<file path="src/rtl/fpc_pkg.sv">
package fpc_pkg;
    typedef enum logic [1:0] {S_IDLE, S_PROG, S_ERASE, S_LOCKCLR} fpc_state_t;
    typedef enum logic [1:0] {RG_CODE, RG_LOCK, RG_CFG, RG_SIGCAL} fpc_region_t;
    localparam logic [7:0] CMD_ERASE = 8'hE5;
endpackage

</file>
<file path="src/rtl/fpc_wbuf.sv">
module fpc_wbuf #(
    parameter int PAGE_BITS = 3
) (
    input  logic                 clk,
    input  logic                 rst_n,
    input  logic                 wr_en,
    input  logic [1:0]           pos,
    input  logic [PAGE_BITS-1:0] page,
    input  logic [7:0]           data,
    output logic                 done,
    output logic [PAGE_BITS-1:0] page_q,
    output logic [15:0]          word0,
    output logic [15:0]          word1
);
    logic [1:0] fill_q;
    logic [7:0] b0_q, b1_q, b2_q;
    logic       in_order;

    assign in_order = (pos == fill_q) && (fill_q == 2'd0 || page == page_q);
    assign done     = wr_en && in_order && (fill_q == 2'd3);
    assign word0    = {b1_q, b0_q};
    assign word1    = {data, b2_q};

    always_ff @(posedge clk or negedge rst_n) begin
        if (!rst_n) begin
            fill_q <= 2'd0;
            page_q <= '0;
            b0_q   <= 8'h00;
            b1_q   <= 8'h00;
            b2_q   <= 8'h00;
        end else if (wr_en) begin
            if (in_order) begin
                fill_q <= fill_q + 2'd1;
                unique case (fill_q)
                    2'd0: begin b0_q <= data; page_q <= page; end
                    2'd1: b1_q <= data;
                    2'd2: b2_q <= data;
                    2'd3: ;
                endcase
            end else begin
                fill_q <= 2'd0;
            end
        end
    end


    reorder_reset_chk: assert property (@(posedge clk) disable iff (!rst_n)
        (wr_en && pos != fill_q) |=> (fill_q == 2'd0));


    fill_wrap_chk: assert property (@(posedge clk) disable iff (!rst_n)
        done |=> (fill_q == 2'd0));
endmodule

</file>
<file path="src/rtl/fpc_array.sv">
module fpc_array #(
    parameter int          PAGE_BITS = 3,
    parameter int          LOCK_W    = 2,
    parameter logic [LOCK_W-1:0] LOCK_INIT = '1
) (
    input  logic                 clk,
    input  logic                 rst_n,
    input  logic                 prog_en,
    input  logic [PAGE_BITS-1:0] prog_page,
    input  logic [15:0]          prog_w0,
    input  logic [15:0]          prog_w1,
    input  logic                 erase_en,
    input  logic [PAGE_BITS:0]   erase_idx,
    input  logic                 lock_clr,
    input  logic                 lock_wr,
    input  logic [LOCK_W-1:0]    lock_wdata,
    input  logic [PAGE_BITS:0]   rd_idx,
    output logic [15:0]          rd_word,
    output logic [LOCK_W-1:0]    lock_q
);
    localparam int WORDS = 2 << PAGE_BITS;

    logic [15:0] mem_q [WORDS];

    assign rd_word = mem_q[rd_idx];

    always_ff @(posedge clk or negedge rst_n) begin
        if (!rst_n) begin
            for (int i = 0; i < WORDS; i++) mem_q[i] <= 16'hFFFF;
        end else if (prog_en) begin
            mem_q[{prog_page, 1'b0}] <= mem_q[{prog_page, 1'b0}] & prog_w0;
            mem_q[{prog_page, 1'b1}] <= mem_q[{prog_page, 1'b1}] & prog_w1;
        end else if (erase_en) begin
            mem_q[erase_idx] <= 16'hFFFF;
        end
    end

    always_ff @(posedge clk or negedge rst_n) begin
        if (!rst_n)       lock_q <= LOCK_INIT;
        else if (lock_clr) lock_q <= '1;
        else if (lock_wr)  lock_q <= lock_q & lock_wdata;
    end


    lock_hold_chk: assert property (@(posedge clk) disable iff (!rst_n)
        erase_en |=> $stable(lock_q));
endmodule

</file>
<file path="src/rtl/flash_prog_ctrl.sv">
module flash_prog_ctrl
    import fpc_pkg::*;
#(
    parameter int          PAGE_BITS = 3,
    parameter int          PROG_CYC  = 4,
    parameter int          ERASE_CYC = 20,
    parameter int          LOCK_W    = 2,
    parameter logic [LOCK_W-1:0] LOCK_INIT = '1,
    parameter logic [7:0]  CFG_BYTE  = 8'hA5,
    parameter logic [7:0]  SIG_BYTE  = 8'h3C,
    parameter logic [7:0]  CAL_BYTE  = 8'hC3,
    localparam int         ADDR_W    = PAGE_BITS + 4
) (
    input  logic              clk,
    input  logic              rst_n,
    input  logic [ADDR_W-1:0] bus_addr,
    input  logic              bus_rd,
    input  logic              bus_wr,
    input  logic [7:0]        bus_wdata,
    output logic [7:0]        bus_rdata,
    input  logic              cmd_wr,
    input  logic [7:0]        cmd_wdata,
    output logic [7:0]        cmd_q,
    output logic              busy,
    output logic              err,
    output logic [LOCK_W-1:0] lock_state
);
    localparam int CODE_WORDS = 2 << PAGE_BITS;
    localparam int MAX_CYC    = (PROG_CYC > ERASE_CYC) ? PROG_CYC : ERASE_CYC;
    localparam int CNT_W      = $clog2(MAX_CYC + 1);

    fpc_state_t             state_q;
    logic [CNT_W-1:0]       cnt_q;
    fpc_region_t            region;
    logic                   idle, is_code;
    logic                   erase_go, buf_wr, lock_wr, prog_go;
    logic                   erase_en, lock_clr;
    logic [PAGE_BITS-1:0]   prog_page;
    logic [15:0]            w0, w1, rd_word;

    assign region  = fpc_region_t'(bus_addr[ADDR_W-1 -: 2]);
    assign is_code = (region == RG_CODE);
    assign idle    = (state_q == S_IDLE);

    assign erase_go = idle && bus_wr && is_code && bus_addr[0] && (cmd_q == CMD_ERASE);
    assign buf_wr   = idle && bus_wr && is_code && (cmd_q != CMD_ERASE);
    assign lock_wr  = idle && bus_wr && (region == RG_LOCK);

    fpc_wbuf #(.PAGE_BITS(PAGE_BITS)) u_wbuf (
        .clk    (clk),
        .rst_n  (rst_n),
        .wr_en  (buf_wr),
        .pos    (bus_addr[1:0]),
        .page   (bus_addr[PAGE_BITS+1:2]),
        .data   (bus_wdata),
        .done   (prog_go),
        .page_q (prog_page),
        .word0  (w0),
        .word1  (w1)
    );

    fpc_array #(.PAGE_BITS(PAGE_BITS), .LOCK_W(LOCK_W), .LOCK_INIT(LOCK_INIT)) u_array (
        .clk        (clk),
        .rst_n      (rst_n),
        .prog_en    (prog_go),
        .prog_page  (prog_page),
        .prog_w0    (w0),
        .prog_w1    (w1),
        .erase_en   (erase_en),
        .erase_idx  (cnt_q[PAGE_BITS:0]),
        .lock_clr   (lock_clr),
        .lock_wr    (lock_wr),
        .lock_wdata (bus_wdata[LOCK_W-1:0]),
        .rd_idx     (bus_addr[PAGE_BITS+1:1]),
        .rd_word    (rd_word),
        .lock_q     (lock_state)
    );

    // State register and cycle counter
    always_ff @(posedge clk or negedge rst_n) begin
        if (!rst_n) begin
            state_q <= S_IDLE;
            cnt_q   <= '0;
        end else begin
            unique case (state_q)
                S_IDLE: begin
                    if (erase_go) begin
                        state_q <= S_ERASE;
                        cnt_q   <= CNT_W'(ERASE_CYC - 1);
                    end else if (prog_go) begin
                        state_q <= S_PROG;
                        cnt_q   <= CNT_W'(PROG_CYC - 1);
                    end
                end
                S_PROG: begin
                    if (cnt_q == '0) state_q <= S_IDLE;
                    else             cnt_q   <= cnt_q - 1'b1;
                end
                S_ERASE: begin
                    if (cnt_q == '0) state_q <= S_LOCKCLR;
                    else             cnt_q   <= cnt_q - 1'b1;
                end
                S_LOCKCLR: state_q <= S_IDLE;
            endcase
        end
    end

    // Outputs decoded from the state
    always_comb begin
        busy     = 1'b0;
        erase_en = 1'b0;
        lock_clr = 1'b0;
        unique case (state_q)
            S_IDLE:    ;
            S_PROG:    busy = 1'b1;
            S_ERASE: begin
                busy     = 1'b1;
                erase_en = (cnt_q < CNT_W'(CODE_WORDS));
            end
            S_LOCKCLR: begin
                busy     = 1'b1;
                lock_clr = 1'b1;
            end
        endcase
    end

    // Read path, command register, sticky error
    always_ff @(posedge clk or negedge rst_n) begin
        if (!rst_n) begin
            bus_rdata <= 8'h00;
            cmd_q     <= 8'h00;
            err       <= 1'b0;
        end else begin
            if (cmd_wr) begin
                cmd_q <= cmd_wdata;
                err   <= 1'b0;
            end
            if (busy && (bus_rd || bus_wr)) err <= 1'b1;
            if (bus_rd) begin
                if (busy) bus_rdata <= 8'h00;
                else begin
                    unique case (region)
                        RG_CODE:   bus_rdata <= bus_addr[0] ? rd_word[15:8] : rd_word[7:0];
                        RG_LOCK:   bus_rdata <= {{(8-LOCK_W){1'b1}}, lock_state};
                        RG_CFG:    bus_rdata <= CFG_BYTE;
                        RG_SIGCAL: bus_rdata <= bus_addr[0] ? CAL_BYTE : SIG_BYTE;
                    endcase
                end
            end
        end
    end


    refuse_read_chk: assert property (@(posedge clk) disable iff (!rst_n)
        (busy && bus_rd) |=> (bus_rdata == 8'h00 && err));


    prog_entry_chk: assert property (@(posedge clk) disable iff (!rst_n)
        (state_q == S_PROG && $past(state_q) == S_IDLE) |-> $past(bus_addr[1:0]) == 2'd3);


    erase_entry_chk: assert property (@(posedge clk) disable iff (!rst_n)
        (state_q == S_ERASE && $past(state_q) == S_IDLE) |-> ($past(cmd_q) == CMD_ERASE && $past(bus_addr[0])));


    erase_exit_chk: assert property (@(posedge clk) disable iff (!rst_n)
        (state_q == S_ERASE && cnt_q == '0) |=> (state_q == S_LOCKCLR));
endmodule

</file>
<file path="config.mk">
export PLATFORM = sky130hd
export DESIGN_NAME = flash_prog_ctrl
export DESIGN_NICKNAME = d
export VERILOG_FILES = /design/src/rtl/fpc_pkg.sv /design/src/rtl/fpc_wbuf.sv /design/src/rtl/fpc_array.sv /design/src/rtl/flash_prog_ctrl.sv
export SDC_FILE = /design/constraint.sdc
export NUM_CORES = 1
export LEC_CHECK = 0
export BUFFER_PORTS_ARGS = -buffer_cell sky130_fd_sc_hd__buf_2
export CAP_MARGIN = 30
export CORE_AREA = 2 2 226 228
export CTS_BUF_LIST = sky130_fd_sc_hd__clkbuf_4
export DETAILED_ROUTE_END_ITERATION = 7
export DIE_AREA = 0 0 228 230
export PLACE_DENSITY = 0.54
export SETUP_SLACK_MARGIN = 0.05
export SLEW_MARGIN = 20
export SYNTH_ARGS = -nofsm -noshare
export SYNTH_HDL_FRONTEND = slang
export SYNTH_SLANG_ARGS = --single-unit
export TNS_END_PERCENT = 100
</file>
<file path="constraint.sdc">
create_clock -name clk -period 5.61 [get_ports clk]
set_input_delay 1.122 -clock clk [delete_from_list [all_inputs] [get_ports clk]]
set_output_delay 1.122 -clock clk [all_outputs]
set_load 0.05 [all_outputs]
</file>
==> flow_summary.toml, run 1 <==
[sta]
hold_viol = 0
slew_headroom_pct = 29.14
rsz0062_at_grt = "no"
worst_pin_slew_ns = 1.060
fin_crit_sh_pct = 69.38
setup_violations = 0
max_freq_ghz = 0.2569
fin_crit_ns = 3.892
clock_skew_ns = 0.06531
fin_tns_setup_ns = 0
setup_slack_ns = 1.718
hold_ws_ns = 0.3000
drv_slew = 0

[routing]
post_drt_wl_per_cell_um = 29.26
first_iter_violations = 1532
via_per_inst = 6.217
vias = 14550
antenna_left = 0
drcViolationCount = 0
routed_wl_um = 68510
dr.pass1.iters = 6

[cells_and_area]
nets = 1636
num-fill-cells = 4913
drive_above_1_share_pct = 39.41
area_growth_pct = 12.70

[placed_design]
io_buffers = 47
place_ws_ns = 1.607
gp_congestion = 0.8627
dp.final_hpwl_um = 40050

[critical_path]
r2r_cells = 8
worstSetupEndpointType = "flop"
crit_type = "reg -> reg"
arrival_ns = 4.61
required_ns = 6.33
r2r_setup_slack_ns = 1.72
critPathLaunchType = "flop"
r2r-end = "u_array.mem_q[239]$_DFFE_PN1P_"
path_max_fanout = 19
reg2reg_from = "state_q[0]$_DFFE_PN0P_"

[synth]
synth_top_cell_by_area = "dfstp_2"
synth_area_leaders = "dfstp_2, o211ai_1, mux4_2"
ys_warn_count = 0
syn_nets = 1570
netlist-cell-type-count = 66
async_flop_share_pct = 100.0
avgSynthCellArea_um2 = 11.33
synth_cells = 1529
synth-edff-count = 0
syn_area_mm2 = 0.01732
ys.flop_type = "dfstp_2"
ys_ff_latch = 311
ys_seq_area_share_pct = 46.79
synth_largest_type_area_fraction_pct = 39.13

[power_and_ir_drop]
power_frac_seq_pct = 36.2
irDropWorstVdd_mv = 0.1458
pwr-share-comb_pct = 32.1
power.density_mw_per_mm2 = 363.3
p_sw_w = 0.002690
pwr-share-clk_pct = 31.7
leakagePower_nw = 8.735
finalPower_w = 0.007093
internal_power_w = 0.004404
swShare_pct = 37.92

[global_routing]
grt_pass1_vias = 14840
grt_pass1_wl_um = 101600
grt-ovfl-total = 0
grt_use_total_pct = 26.27
grt_max_degree = 96
antenna_found_initial = 1

[die]
die_area_mm2 = 0.05244
ios = 48
rows = 82
core_mm2 = 0.04986
initial_core_util_pct = 34.74
die_h_um = 230
die_w_um = 228

[cts]
clk_latency_ns = 0.85
postCtsSetupBuffers = 0
clkTransAtPathRegs_ns = 0.07
h-tree-depth = 3
cts.path.max_buffers = 3
cts_resized = 0
cts_num_sinks = 311
root_buffer = "clkbuf_4"
cts_hold_buf = 0
cts_tree = "built"
cts_buffers = 89

[hold_path]
worstHoldPathType = "in -> async"

[outcome]
status = "complete, no violations"

[job]
drv_cap = 0
## power groups by stage
stage                     Sequential (W)  Clock (W)  Combinational, W
after floorplan                  0.00265          0           0.00156
after global placement           0.00259          0           0.00222
after global routing             0.00258    0.00243           0.00241
final                            0.00257    0.00225           0.00228
after CTS                        0.00256    0.00230           0.00225
after detailed placement         0.00259          0           0.00224
## per-layer routing
| layer | track usage, % | wire (µm) |
|---|---|---|
| met5 | 0 | 0 |
| met4 | 13.19 | 3135 |
| met3 | 8.371 | 7968 |
| met2 | 39.35 | 30180 |
| met1 | 34.20 | 27230 |
## state kept, by name, summed over array words and instances, names as in the netlist
signal and flops:
u_wbuf.page_q 3, u_wbuf.b0_q 8, bus_rdata 8, state_q 2, cnt_q 5, cmd_q 8
err 1, u_array.lock_q 2, u_wbuf.b2_q 8, u_array.mem_q 256, u_wbuf.fill_q 2, u_wbuf.b1_q 8
## layout by cell type, fill, tap and decap left out, types with 12 or more instances in the layout
cell	count
a21oi_1	16
a22o_1	108
a31oi_1	41
buf_2	45
buf_4	58
clkbuf_4	127
clkinv_1	27
dfrtp_1	53
dfstp_2	258
ha_1	13
inv_1	48
mux2_2	45
mux2i_1	22
mux4_2	69
nand2_1	270
nand3_1	27
nand4_1	12
nor2_1	14
nor2b_1	36
o211ai_1	220
o21ai_0	16
o41ai_4	24
## cell usage after synthesis, types with 16 or more instances
cell type / count
nand2_1: 270
o41ai_4: 24
nor2b_1: 36
dfrtp_1: 53
clkbuf_1: 82
inv_1: 48
a21oi_1: 16
mux4_2: 69
dfstp_2: 258
nand3_1: 28
mux2_2: 45
buf_2: 39
a22o_1: 108
a31oi_1: 41
o211ai_1: 220
mux2i_1: 22
o21ai_0: 16
## kinds of logic after synthesis
group                    Yosys count  share of synthesized area, %
buffers and inverters            181                         4.399
AND/OR/NAND/NOR                  411                         10.84
flip-flops                       311                         46.79
adder cells (fa/ha/maj)           13                        0.9390
multiplexers                     136                         13.17
AO/OA/AOI/OAI                    472                         23.61
XOR/XNOR                           5                        0.2528
## worst max path at each step
| stage | to | cells after the start | slack (ns) | from |
|---|---|---|---|---|
| after floorplan | bus_rdata[1]$_DFFE_PN0P_ | 7 | 2.76 | bus_addr[2] |
| after global placement | u_array.mem_q[255]$_DFFE_PN1P_ | 7 | 1.73 | bus_addr[5] |
| after detailed placement | u_array.mem_q[244]$_DFFE_PN1P_ | 7 | 1.61 | bus_addr[5] |
| after CTS | u_array.mem_q[239]$_DFFE_PN1P_ | 8 | 1.82 | state_q[0]$_DFFE_PN0P_ |
| after global routing | u_array.mem_q[239]$_DFFE_PN1P_ | 8 | 1.56 | state_q[0]$_DFFE_PN0P_ |
| final | u_array.mem_q[239]$_DFFE_PN1P_ | 8 | 1.72 | state_q[0]$_DFFE_PN0P_ |
## stage by stage
| stage | cells | util [%] | cell area [µm²] |
|---|---|---|---|
| final | 2341 | 39.15 | 19520 |
| after global routing | 2340 | 39.15 | 19520 |
| after CTS | 2338 | 39.11 | 19500 |
| after detailed placement | 2175 | 36.76 | 18330 |
| after global placement | 2174 | 36.73 | 18310 |
| after floorplan | 1529 | - | 17320 |
## critical path: stages (launching register included)
cell      delay, ns
dfrtp_1        0.40
inv_1          0.11
ha_1           0.50
and4bb_2       0.34
a21boi_4       0.46
and4_1         0.57
nand2_1        0.65
buf_4          0.48
o211ai_1       0.22
## cell type report
type	count	area, µm²	share of cell area [%]
Multi-Input combinational cell	1037	8488	43.48
Sequential cell	311	8105	41.52
Clock buffer	127	953.4	4.883
Tap cell	672	840.8	4.307
Timing Repair Buffer	107	725.7	3.717
Clock inverter	36	221.5	1.134
Inverter	49	183.9	0.9421
Antenna cell	2	5.005	0.02563
Power figures use the tool's default switching activity.
==> run 2, diff against run 1 <==
--- a/config.mk
+++ b/config.mk
@@ -5,12 +5,13 @@
 export SDC_FILE = /design/constraint.sdc
 export NUM_CORES = 1
 export LEC_CHECK = 0
+export ABC_AREA = 1
 export BUFFER_PORTS_ARGS = -buffer_cell sky130_fd_sc_hd__buf_2
 export CAP_MARGIN = 30
-export CORE_AREA = 2 2 226 228
+export CORE_AREA = 2 2 249 251
 export CTS_BUF_LIST = sky130_fd_sc_hd__clkbuf_4
 export DETAILED_ROUTE_END_ITERATION = 7
-export DIE_AREA = 0 0 228 230
+export DIE_AREA = 0 0 251 253
 export PLACE_DENSITY = 0.54
 export SETUP_SLACK_MARGIN = 0.05
 export SLEW_MARGIN = 20
==> constraint.sdc (replaced) <==
create_clock -name clk -period 3.65 [get_ports clk]
set_input_delay 0.73 -clock clk [delete_from_list [all_inputs] [get_ports clk]]
set_output_delay 0.73 -clock clk [all_outputs]
set_load 0.05 [all_outputs]
==> run 2 against run 1 <==
- clock skew is 0.010 ns lower
- sequential power is 52% higher
- combinational power grew 13%
- critical path depth decreased by 4
- die area increased by 21%
- clock-buffer cell count grew 14
- register-to-register slack got worse by 0.81 ns
- sequential share of layout area down 6.9 points
- worst hold slack got worse by 0.22 ns
- sequential cell count stayed put
- critical path type is now reg -> out
==> flow_summary.toml, run 2 <==
[sta]
fin_tns_setup_ns = 0
hold_ws_ns = 0.08207
fin_crit_ns = 2.884
slew_headroom_pct = 40.34
max_freq_ghz = 0.3468
hold_viol = 0
setup_violations = 0
fin_crit_sh_pct = 79.01
drv_slew = 0
rsz0062_at_grt = "no"
clock_skew_ns = 0.05485
worst_pin_slew_ns = 0.8949

[power_and_ir_drop]
finalPower_w = 0.009978
leakagePower_nw = 11.88
power.density_mw_per_mm2 = 425.7
irDropWorstVdd_mv = 0.2915

[cts]
cts.path.max_buffers = 3
clk_latency_ns = 0.89
cts_resized = 0
cts_num_sinks = 311
root_buffer = "clkbuf_4"
h-tree-depth = 3
clkTransAtPathRegs_ns = 0.06
cts_buffers = 91
postCtsSetupBuffers = 0
cts_tree = "built"
cts_hold_buf = 1

[routing]
post_drt_wl_per_cell_um = 21.34
via_per_inst = 5.314
antenna_left = 0
routed_wl_um = 90790
highest_layer = "met5"
wl_met1_um = 37480
drcViolationCount = 0
vias = 22610
routed-wl-met3_um = 7515
route.met2.wl_um = 40050
first_iter_violations = 2370
dr.pass1.iters = 6

[critical_path]
path_max_fanout = 6
arrival_ns = 2.15
path_common_cell = "inv_1"
worstSetupEndpointType = "output pin"
crit_type = "reg -> out"
slowest_stage = "dfrtp_1"
required_ns = 2.92
crit_path_max_incr_delay_ns = 0.40
critPathLaunchType = "flop"
crit_chain = "inv_1, ha_1, inv_1, buf_2"

[synth]
yosysMostFrequentCell = "nand2_1"
syn_area_mm2 = 0.02116
synth_largest_type_area_fraction_pct = 32.04
async_flop_share_pct = 100.0
synth-edff-count = 0
ys.flop_type = "dfstp_2"
ys_warn_count = 0
ys_seq_area_share_pct = 38.30
syn_nets = 3405
synth_area_leaders = "dfstp_2, nand2_1, nand3_1"
synth_top_cell_by_area = "dfstp_2"
synth_cells = 3364
avgSynthCellArea_um2 = 6.290
netlist-cell-type-count = 35
ys_ff_latch = 311
yosys-top-cells-count = "nand2_1, nand3_1, o21ai_0"

[placed_design]
dp.cells = 4079
gp_congestion = 0.9057
dp.final_hpwl_um = 57900
io_buffers = 47

[die]
initial_core_util_pct = 34.67
rows = 91
die_area_mm2 = 0.06350
die_h_um = 253
die_w_um = 251
core_mm2 = 0.06103
ios = 48

[cells_and_area]
fin_cells = 4254
final_common_cell = "nand2_1"
layout_common_cells = "nand2_1, nand3_1, o21ai_0"
area_growth_pct = 10.77
drive_above_1_share_pct = 17.26
largest_reg_flops = 256
nets = 3424
regMostFlops = "u_array.mem_q"

[global_routing]
grt-ovfl-total = 0
grt_use_total_pct = 28.61
grt_max_degree = 124
grt_pass1_wl_um = 136300
antenna_found_initial = 5
grt_pass1_vias = 21580

[outcome]
status = "complete, no violations"

[hold_path]
worstHoldPathType = "in -> reg"

[job]
drv_cap = 0
==> run 2: cell count changes after synthesis, sizes merged, moves of 51 or more <==
cell    delta
buf       +51
nand3    +424
o211ai   -207
nor2     +219
inv      +201
a22o     -107
nand2   +1255
o21ai    +270
mux4      -69
==> run 2: logic make-up after synthesis <==
| family | share of synthesized area (%) |
|---|---|
| AO/OA/AOI/OAI | 8.195 |
| XOR/XNOR | 0.1242 |
| adder cells (fa/ha/maj) | 0.7687 |
| buffers and inverters | 9.053 |
| flip-flops | 38.30 |
| multiplexers | 0.2661 |
| AND/OR/NAND/NOR | 43.29 |
==> run 2: final timing paths <==
check	start	end	slack (ns)	cells past startpoint
max reg2reg	state_q[0]$_DFFE_PN0P_	u_array.mem_q[161]$_DFFE_PN1P_	0.91	12
min reg2reg	u_array.mem_q[70]$_DFFE_PN1P_	u_array.mem_q[70]$_DFFE_PN1P_	0.47	2
min	cmd_wdata[0]	cmd_q[0]$_DFFE_PN0P_	0.08	3
max	state_q[0]$_DFFE_PN0P_	busy	0.77	4
max in group asynchronous	rst_n	u_array.mem_q[75]$_DFFE_PN1P_	2.16	3
min in group asynchronous	rst_n	u_wbuf.b1_q[1]$_DFFE_PN0P_	0.46	2
==> run 2: cell type report <==
cell class                 count  area (µm²)
fill                        6805       37590
clock buffer                 141        1059
multi-input combinational   2589       11150
inverter                     253       952.2
antenna                        5       12.51
sequential                   311        8110
tap                          790       988.4
timing repair buffer         137        1064
clock inverter                28       106.4
==> run 2: critical path: cells and delay by family, from the launching register on <==
family	cells	cell delay, ns
flops	1	0.40
buf+inv	3	0.62
fa+ha+maj	1	0.27
==> run 2: layer usage <==
| metal | GRT usage (%) | vias up |
|---|---|---|
| met5 | 0 | - |
| met1 | 36.89 | 10580 |
| met2 | 44.74 | 1084 |
| met3 | 5.356 | 287 |
| li1 | - | 10650 |
| met4 | 16.90 | 2 |
==> run 2: per-stage QoR <==
step | cell area [µm²] | util [%] | worst slack [ns]
6_report | 23440 | 38.41 | 0.7662
3_3_place_gp | 22250 | 36.46 | 0.7439
5_1_grt | 23440 | 38.41 | 0.5871
2_1_floorplan | 21160 | - | 1.481
3_5_place_dp | 22250 | 36.46 | 0.6599
4_1_cts | 23430 | 38.39 | 0.6709
==> run 2: where the power goes <==
part	switching [W]	internal, W	total (W)
Combinational	0.00203	0.000552	0.00258
Sequential	0.000262	0.00365	0.00391
Clock	0.00174	0.00175	0.00349
